[src/rtl/wdog_pkg.sv]
package wdog_pkg;
  localparam int DW    = 16;
  localparam int AW    = 4;
  localparam int TO_W  = 8;
  localparam int CNT_W = TO_W + 1;

  localparam logic [AW-1:0] OFF_CTL  = 4'h0;
  localparam logic [AW-1:0] OFF_SVC  = 4'h2;
  localparam logic [AW-1:0] OFF_STAT = 4'h4;
  localparam logic [AW-1:0] OFF_ICTL = 4'h6;

  localparam int CB_LPW  = 0;
  localparam int CB_DBG  = 1;
  localparam int CB_EN   = 2;
  localparam int CB_TRST = 3;
  localparam int CB_SRST = 4;
  localparam int CB_WAIT = 7;
  localparam int CB_TO   = 8;
  localparam int IB_FLAG = 14;
  localparam int IB_EN   = 15;

  localparam logic [DW-1:0] KEY_ARM  = 16'h5555;
  localparam logic [DW-1:0] KEY_FIRE = 16'hAAAA;

  // full period in ticks for a timeout field value
  function automatic logic [CNT_W-1:0] period_of(input logic [TO_W-1:0] to);
    return {1'b0, to} + CNT_W'(1);
  endfunction

  // true when one more tick leaves exactly lvl ticks before expiry
  function automatic logic warn_hit(input logic [CNT_W-1:0] rem,
                                    input logic [TO_W-1:0]  lvl);
    return (lvl != '0) && ((rem - CNT_W'(1)) == {1'b0, lvl});
  endfunction
endpackage

[src/rtl/wdog_key_seq.sv]
module wdog_key_seq #(
  parameter int              W      = 16,
  parameter logic [W-1:0]    K_ARM  = '0,
  parameter logic [W-1:0]    K_FIRE = '1
) (
  input  logic         clk,
  input  logic         rst_n,
  input  logic         wr,
  input  logic [W-1:0] data,
  output logic         reload
);
  logic armed_q;

  assign reload = wr && armed_q && (data == K_FIRE);

  always_ff @(posedge clk or negedge rst_n) begin
    if (!rst_n)  armed_q <= 1'b0;
    else if (wr) armed_q <= (data == K_ARM);
  end
endmodule

[src/rtl/wdog_countdown.sv]
module wdog_countdown #(
  parameter int CW = 9,
  parameter int WW = 8
) (
  input  logic          clk,
  input  logic          rst_n,
  input  logic          load,
  input  logic          run,
  input  logic [CW-1:0] period,
  input  logic [WW-1:0] warn_lvl,
  output logic [CW-1:0] remain,
  output logic          expire,
  output logic          warn
);
  logic step;
  assign step   = run && !load;
  assign expire = step && (remain == CW'(1));
  assign warn   = step && wdog_pkg::warn_hit(remain, warn_lvl);

  always_ff @(posedge clk or negedge rst_n) begin
    if (!rst_n)      remain <= '0;
    else if (load)   remain <= period;
    else if (expire) remain <= period;
    else if (step)   remain <= remain - CW'(1);
  end
endmodule

[src/rtl/wdog_pulse_hold.sv]
module wdog_pulse_hold #(
  parameter int HOLD = 4
) (
  input  logic clk,
  input  logic rst_n,
  input  logic trig,
  output logic active
);
  localparam int CW = $clog2(HOLD + 1);
  logic [CW-1:0] cnt_q;

  assign active = (cnt_q != '0);

  always_ff @(posedge clk or negedge rst_n) begin
    if (!rst_n)      cnt_q <= '0;
    else if (trig)   cnt_q <= CW'(HOLD);
    else if (active) cnt_q <= cnt_q - CW'(1);
  end
endmodule

[src/rtl/wdog_timer.sv]
module wdog_timer #(
  parameter int RST_HOLD = 4
) (
  input  logic        clk,
  input  logic        rst_n,
  input  logic        bus_sel,
  input  logic        bus_we,
  input  logic [3:0]  bus_addr,
  input  logic [15:0] bus_wdata,
  output logic [15:0] bus_rdata,
  input  logic        tick,
  input  logic        lowpwr_mode,
  input  logic        debug_mode,
  input  logic        wait_mode,
  output logic        irq,
  output logic        rst_req
);
  import wdog_pkg::*;

  // control and interrupt-control state
  logic [TO_W-1:0]  to_q, wlvl_q, new_to;
  logic             en_q, trst_q, lp_q, dbg_q, wt_q;
  logic             ien_q, iflag_q;
  logic [1:0]       stat_q;
  logic [CNT_W-1:0] remain;

  // named internal events
  logic wr_ctl, wr_svc, wr_ictl;
  logic svc_reload, enable_load, load, paused, run;
  logic expire, warn, soft_trig, tout_trig;

  assign wr_ctl  = bus_sel && bus_we && (bus_addr == OFF_CTL);
  assign wr_svc  = bus_sel && bus_we && (bus_addr == OFF_SVC);
  assign wr_ictl = bus_sel && bus_we && (bus_addr == OFF_ICTL);

  assign new_to      = wr_ctl ? bus_wdata[CB_TO +: TO_W] : to_q;
  assign enable_load = wr_ctl && bus_wdata[CB_EN] && !en_q;
  assign load        = enable_load || (svc_reload && en_q);
  assign paused      = (lp_q && lowpwr_mode) || (dbg_q && debug_mode) || (wt_q && wait_mode);
  assign run         = en_q && tick && !paused;
  assign soft_trig   = wr_ctl && !bus_wdata[CB_SRST];
  assign tout_trig   = expire && trst_q;

  wdog_key_seq #(.W(DW), .K_ARM(KEY_ARM), .K_FIRE(KEY_FIRE)) u_key (
    .clk(clk), .rst_n(rst_n), .wr(wr_svc), .data(bus_wdata), .reload(svc_reload)
  );

  wdog_countdown #(.CW(CNT_W), .WW(TO_W)) u_cnt (
    .clk(clk), .rst_n(rst_n), .load(load), .run(run),
    .period(period_of(new_to)), .warn_lvl(wlvl_q),
    .remain(remain), .expire(expire), .warn(warn)
  );

  wdog_pulse_hold #(.HOLD(RST_HOLD)) u_hold (
    .clk(clk), .rst_n(rst_n), .trig(soft_trig || tout_trig), .active(rst_req)
  );

  always_ff @(posedge clk or negedge rst_n) begin
    if (!rst_n) begin
      to_q <= '0; en_q <= 1'b0; trst_q <= 1'b0;
      lp_q <= 1'b0; dbg_q <= 1'b0; wt_q <= 1'b0;
    end else if (wr_ctl) begin
      to_q   <= bus_wdata[CB_TO +: TO_W];
      en_q   <= en_q || bus_wdata[CB_EN];
      trst_q <= bus_wdata[CB_TRST];
      lp_q   <= bus_wdata[CB_LPW];
      dbg_q  <= bus_wdata[CB_DBG];
      wt_q   <= bus_wdata[CB_WAIT];
    end
  end

  always_ff @(posedge clk or negedge rst_n) begin
    if (!rst_n) begin
      wlvl_q <= '0; ien_q <= 1'b0; iflag_q <= 1'b0;
    end else begin
      if (wr_ictl) begin
        wlvl_q <= bus_wdata[TO_W-1:0];
        ien_q  <= bus_wdata[IB_EN];
      end
      if (warn)                            iflag_q <= 1'b1;
      else if (wr_ictl && bus_wdata[IB_FLAG]) iflag_q <= 1'b0;
    end
  end

  always_ff @(posedge clk or negedge rst_n) begin
    if (!rst_n)                      stat_q <= 2'b00;
    else if (soft_trig || tout_trig) stat_q <= {tout_trig, soft_trig};
  end

  assign irq = iflag_q && ien_q;

  always_comb begin
    unique case (bus_addr)
      OFF_CTL:  bus_rdata = {to_q, wt_q, 2'b00, 1'b1, trst_q, en_q, dbg_q, lp_q};
      OFF_STAT: bus_rdata = {14'd0, stat_q};
      OFF_ICTL: bus_rdata = {ien_q, iflag_q, 6'd0, wlvl_q};
      default:  bus_rdata = '0;
    endcase
  end
endmodule

[config.mk]
export PLATFORM = sky130hd
export DESIGN_NAME = wdog_timer
export DESIGN_NICKNAME = d
export VERILOG_FILES = /design/src/rtl/wdog_pkg.sv /design/src/rtl/wdog_key_seq.sv /design/src/rtl/wdog_countdown.sv /design/src/rtl/wdog_pulse_hold.sv /design/src/rtl/wdog_timer.sv
export SDC_FILE = /design/constraint.sdc
export NUM_CORES = 1
export LEC_CHECK = 0
export BUFFER_PORTS_ARGS = -buffer_cell sky130_fd_sc_hd__buf_2
export CORE_MARGIN = 2
export CORE_UTILIZATION = 51
export CTS_CLUSTER_SIZE = 40
export DETAILED_ROUTE_END_ITERATION = 6
export HOLD_SLACK_MARGIN = 0.02
export PLACE_DENSITY = 0.78
export SKIP_CTS_REPAIR_TIMING = 1
export SLEW_MARGIN = 20
export SYNTH_ARGS = -nofsm -noshare
export SYNTH_HDL_FRONTEND = slang
export SYNTH_SLANG_ARGS = --single-unit
export TNS_END_PERCENT = 20
[constraint.sdc]
create_clock -name clk -period 2.1 [get_ports clk]
set_input_delay 0.21 -clock clk [delete_from_list [all_inputs] [get_ports clk]]
set_output_delay 0.21 -clock clk [all_outputs]
set_load 0.02 [all_outputs]
### After elaboration in Yosys (flattened, before gate mapping)

Cells that the tools add are included.
W data, S select, Z words.

| word-level totals | value |
|---|---|
| output and inout port bits | 18 |
| register bits after elaboration | 38 |
| bits of input ports | 28 |

| operators by class | value |
|---|---|
| reductions and logical operators | 37 |
| muxes and demuxes | 9 |
| equal/unequal tests | 7 |
| $add $sub $neg | 3 |

Operator list:

| kind | number |
|---|---|
| $pmux W16 S3 | 1 |
| $mux W9 | 3 |
| $logic_and A1 B1 Y1 | 22 |
| $eq A16 B15 Y1 const B | 1 |
| $eq A16 B16 Y1 const B | 1 |
| $add A8 B1 Y9 const B | 1 |
| $eq A9 B1 Y1 const B | 1 |
| $eq A9 B8 Y1 | 1 |
| $sub A9 B1 Y9 const B | 1 |
| $eq A4 B3 Y1 const B | 2 |
| $mux W8 | 1 |
| $reduce_bool A8 Y1 | 1 |
| $mux W3 | 2 |
| $reduce_bool A3 Y1 | 2 |
| $logic_or A1 B1 Y1 | 5 |
| $eq A4 B2 Y1 const B | 1 |
| $logic_not A1 Y1 | 4 |
| $logic_not A4 Y1 | 1 |
| $reduce_bool A2 Y1 | 2 |
| $sub A3 B1 Y3 const B | 1 |
| $mux W1 | 2 |

### Depth between registers and ports, before layout

| depth | value |
|---|---|
| depth after elaboration | 12 |
| gate-level depth with buffers | 13 |
| depth with buffers taken out | 10 |

### Hierarchy

Synthesis repeated with hierarchy kept, for this count alone.

| second synthesis, totals | value |
|---|---|
| cells, all modules | 276 |
| area total of the unflattened synthesis | 2623.8 um^2 |

Modules (own cells, without submodules):

| module | instances | area each (um^2) | cells each | sequential area each (um^2) |
|---|---|---|---|---|
| wdog_timer | 1 | 1458.9 | 143 | 625.6 |
| wdog_countdown | 1 | 840.8 | 102 | 225.2 |
| wdog_pulse_hold | 1 | 177.7 | 16 | 75.1 |
| wdog_key_seq | 1 | 146.4 | 15 | 25.0 |

### Worst setup path before layout

Ideal clock, no wire load.

| timing path | value |
|---|---|
| path kind | input -> register |
| start | input bus_addr[0] |
| end | register u_cnt.remain[6] |
| setup slack | -354 ps |
| data required time | 1977 ps |
| library setup time | 123 ps |
| stages on the path | 12 |
| data arrival time | 2331 ps |
| path buffers | 3 |
| cells stage by stage | or3_1 buf_2 or3_1 buf_6 clkbuf_1 nand2_1 nand2_1 ha_1 nand3_1 xor2_1 o21ai_0 o221a_2 |

RTL lines:

| what | RTL line | RTL |
|---|---|---|
| from (decl) | wdog_timer.sv:8 | `input logic [3:0] bus_addr,` |
| $logic_not A4 Y1 (*) | wdog_timer.sv:32 | `assign wr_ctl = bus_sel && bus_we && (bus_addr == OFF_CTL);` |
| $logic_and A1 B1 Y1 (*) | wdog_timer.sv:32 |  |
| $mux W8 (*) | - |  |
| net new_to[1] | wdog_timer.sv:21 | `logic [TO_W-1:0] to_q, wlvl_q, new_to;` |
| $add A8 B1 Y9 (*) | wdog_pkg.sv:27 | `return {1'b0, to} + CNT_W'(1);` |
| $mux W9 | wdog_countdown.sv:23 | `else if (expire) remain <= period;` |
| $mux W9 (*) | wdog_countdown.sv:22 | `else if (load) remain <= period;` |
| to (signal assigned) | wdog_countdown.sv:22 |  |
| to (signal assigned) | wdog_countdown.sv:23 |  |
| to (signal assigned) | wdog_countdown.sv:24 | `else if (step) remain <= remain - CW'(1);` |
| to (decl) | wdog_countdown.sv:11 | `output logic [CW-1:0] remain,` |

The timed path passes the listed nets; every way through them passes the cells marked *.
A chain may end at the register's enable or synchronous reset.

### Worst setup path in the final report

| timing path | value |
|---|---|
| start | register en_q |
| end | register u_cnt.remain[8] |

| on the way | value |
|---|---|
| word-level cells in the longest chain between the ends | 8 |

Ends and longest elaborated chain:

| what | RTL line | RTL |
|---|---|---|
| from (decl) | wdog_timer.sv:22 | `logic en_q, trst_q, lp_q, dbg_q, wt_q;` |
| from (signal assigned) | wdog_timer.sv:64 | `en_q <= en_q \|\| bus_wdata[CB_EN];` |
| $logic_not A1 Y1 | wdog_timer.sv:37 | `assign enable_load = wr_ctl && bus_wdata[CB_EN] && !en_q;` |
| $logic_and A1 B1 Y1 | wdog_timer.sv:37 |  |
| $logic_or A1 B1 Y1 | wdog_timer.sv:38 | `assign load = enable_load \|\| (svc_reload && en_q);` |
| $logic_not A1 Y1 | wdog_countdown.sv:16 | `assign step = run && !load;` |
| $logic_and A1 B1 Y1 | wdog_countdown.sv:16 |  |
| $logic_and A1 B1 Y1 | wdog_countdown.sv:17 | `assign expire = step && (remain == CW'(1));` |
| $mux W9 | wdog_countdown.sv:23 |  |
| $mux W9 | wdog_countdown.sv:22 |  |

Parallel ways exist; a longest one is shown, timed or not.

==> reports/results.txt <==
Reg area: 951 µm²
Top Ports: 46
Non-filler instance count after layout: 462
Worst Path Buf+Inv: 1
Crit-path max FO: 6
P per Cell Area: 913 nW/µm²
Post-synth top cells: nand2_1 (53), dfrtp_1 (38), o21ai_0 (16), nand3_1 (15), xnor2_1 (14)
Final-stage net count: 424
CP Launch Point: en_q$_DFFE_PN0P_
Most frequent cell after synthesis: nand2_1
WS Path Type: reg2reg
Layout cell share with drive strength beyond 1: 0.327
Worst Hold Class: in2async
GRT Total Usage: 0.283
Total gr overflow: 0
Cell area after layout: 3420 µm²
Final setup viols: 0
Worst r2r path cells: 7
#FFs+latches synth: 38
Final Wtd Congestion: 0.963
Average wire per standard cell: 16.6 µm
Critical-path top delay cell: or4b_1
Core area: 5040 µm²
Post-DP HPWL: 5960 µm
# diodes: 0
Crit path required time: 2.28 ns
Period utilisation layout: 0.968
Drt pass-1 iters: 4
Chip height: 75.8 µm
Crit path capture type: flip-flop
Critical Path AT: 2.22 ns
Via density: 5.64
Die X: 75.8 µm
Worst Max-Slew Pin Slew: 0.855 ns
Starting Density: 0.521
Status: finished clean
Die area: 5740 µm²
Worst path max stage delay: 0.45 ns
Avg Cell Area, Syn: 8.64 µm²
RSZ-0062 raised after global routing: true
Initial antenna violation count: 0
Share of Yosys cell area claimed by the top area cell type: 0.362
Fin crit period: 2.03 ns
Fin. Hold Viols: 0
# fillers: 408
DRC: 0
Placed instance count: 454
Clock Tree Root: clkbuf_8
Syn Std Cell Area: 2630 µm²
Antenna-violating nets left: 0
Vias: 2607
Startpoint type of the worst setup path: flip-flop
EDFF count, synth: 0
CTS buffer count: 5
Critical Path, Cell by Cell: or4b_1 -> nor4_2 -> a32oi_2 -> buf_4 -> nand2_2 -> nor4_1 -> or3_1
Area of the multi-input gates: 1610 µm²
# Max-Cap Violations: 0
Top FF cell, synth: dfrtp_1
Setup Skew: 0.00939 ns
Area Overhead vs Synth: 30.4%
R2R setup slack: 0.07 ns
TritonCTS clock tree: done
DP Area: 3260 µm²
Yosys top cell by area: dfrtp_1
Post-Route WL: 7680 µm
Final Slew Violations: 0
Max frequency: 492 MHz
Worst flop-to-flop path startpoint: en_q$_DFFE_PN0P_
Peak VDD IR: 0.574 mV
Wire length of the first global-routing pass: 12200 µm
Fraction of registers with async set/reset: 1.00
Worst R2R End: u_cnt.remain[8]$_DFFE_PN0P_
Row Count: 26
Leak: 1.65 nW
Vias in the first global route: 2554
Setup TNS: 0 ns
Pin count of the biggest net entering global routing: 39
CP top delay family: simple AND/OR/NAND/NOR gates
CTS Buffer Depth: 2
Port buffer count: 45
Total chip power: 3.13 mW
Post-layout util: 0.679
Clock sink count: 38
DRT iter0 DRCs: 199
Max_slew headroom: 0.430
Post-synthesis sequential area ratio: 0.362
Ys Warns: 0
Clk slew on worst S/H paths: 0.09 ns
Mapped Nets: 337
Synthesized instance count: 304
Library cells used by synthesis: 51
Worst-skew pair later-pin latency: 0.29 ns
H-tree Lvls: 2
Synth top area cells: dfrtp_1 (36%), nand2_1 (7.6%), xnor2_1 (4.7%)
==> routing by layer <==
layer	GRT usage	vias up	part of all wire	wire, µm
met1	0.380	1239	0.43	3330
met4	0.111	0	0.029	223
met3	0.0397	20	0.051	389
met2	0.463	87	0.49	3740
li1	-	1261	-	-
met5	0	-	0	0
==> cell type report <==
type	instances	share of cell area
Inverter	10	0.0110
Timing Repair Buffer	95	0.175
Clock inverter	3	0.0201
Tap cell	70	0.0256
Multi-Input combinational cell	241	0.470
Sequential cell	38	0.278
Clock buffer	5	0.0201
==> how the worst max path moves through the flow <==
| stage | to | slack [ns] | depth (start not counted) |
|---|---|---|---|
| floorplan | u_cnt.remain[6]$_DFFE_PN0P_ | -0.14 | 12 |
| global placement | u_cnt.remain[2]$_DFFE_PN0P_ | -0.11 | 9 |
| detailed placement | u_cnt.remain[2]$_DFFE_PN0P_ | -0.23 | 8 |
| CTS | u_cnt.remain[8]$_DFFE_PN0P_ | 0.02 | 8 |
| global route | u_cnt.remain[4]$_DFFE_PN0P_ | -0.05 | 12 |
| finish | u_cnt.remain[8]$_DFFE_PN0P_ | 0.07 | 7 |
==> layout by cell type, fill, tap and decap left out, types with 3 or more instances in the layout <==
cell type  count
nand2_1       51
nor3_1         6
buf_4         50
xor2_1         8
nand4b_1       3
clkbuf_8       5
ha_1           4
nor4_1        11
buf_2         45
nand2b_1       4
mux2_2         8
nand3b_1       3
a22o_1         5
nand2_2        3
and2_1        12
and3_1         8
inv_1         10
or3_1          4
dfrtp_1       38
mux2i_1        3
xnor2_1       14
a211oi_1       4
nand4_1        6
o21ai_1        4
nand3_1       14
nor2_1        13
o21ai_0       15
a21oi_1        4
==> kinds of logic (layout without fill, tap and decap cells) <==
group / after synthesis / in the layout / share of synthesized area
flip-flops: 38 / 38 / 0.362
AO/OA/AOI/OAI: 47 / 47 / 0.122
AND/OR/NAND/NOR: 154 / 154 / 0.318
XOR/XNOR: 22 / 22 / 0.0734
multiplexers: 13 / 13 / 0.0581
adder cells (fa/ha/maj): 5 / 5 / 0.0238
buffers and inverters: 25 / 113 / 0.0429
==> flip-flops by register name, indices dropped and copies added, names as in the netlist, 2 cells and up <==
register,count
u_hold.cnt_q,3
u_cnt.remain,9
to_q,8
wlvl_q,8
stat_q,2
==> metrics by stage <==
step	worst slack [ns]	hold slack, ns
2_1_floorplan	-0.144	-0.0856
3_3_place_gp	-0.113	0.363
3_5_place_dp	-0.229	0.375
4_1_cts	0.0244	0.0562
5_1_grt	-0.0528	0.0969
6_report	0.0668	0.0134
==> where the power goes <==
group	internal (mW)	switching, mW	total (mW)
sequential	0.925	0.199	1.12
clock	0.476	0.283	0.760
combinational	0.588	0.656	1.24
total	1.99	1.14	3.13
Power figures use the tool's default switching activity.
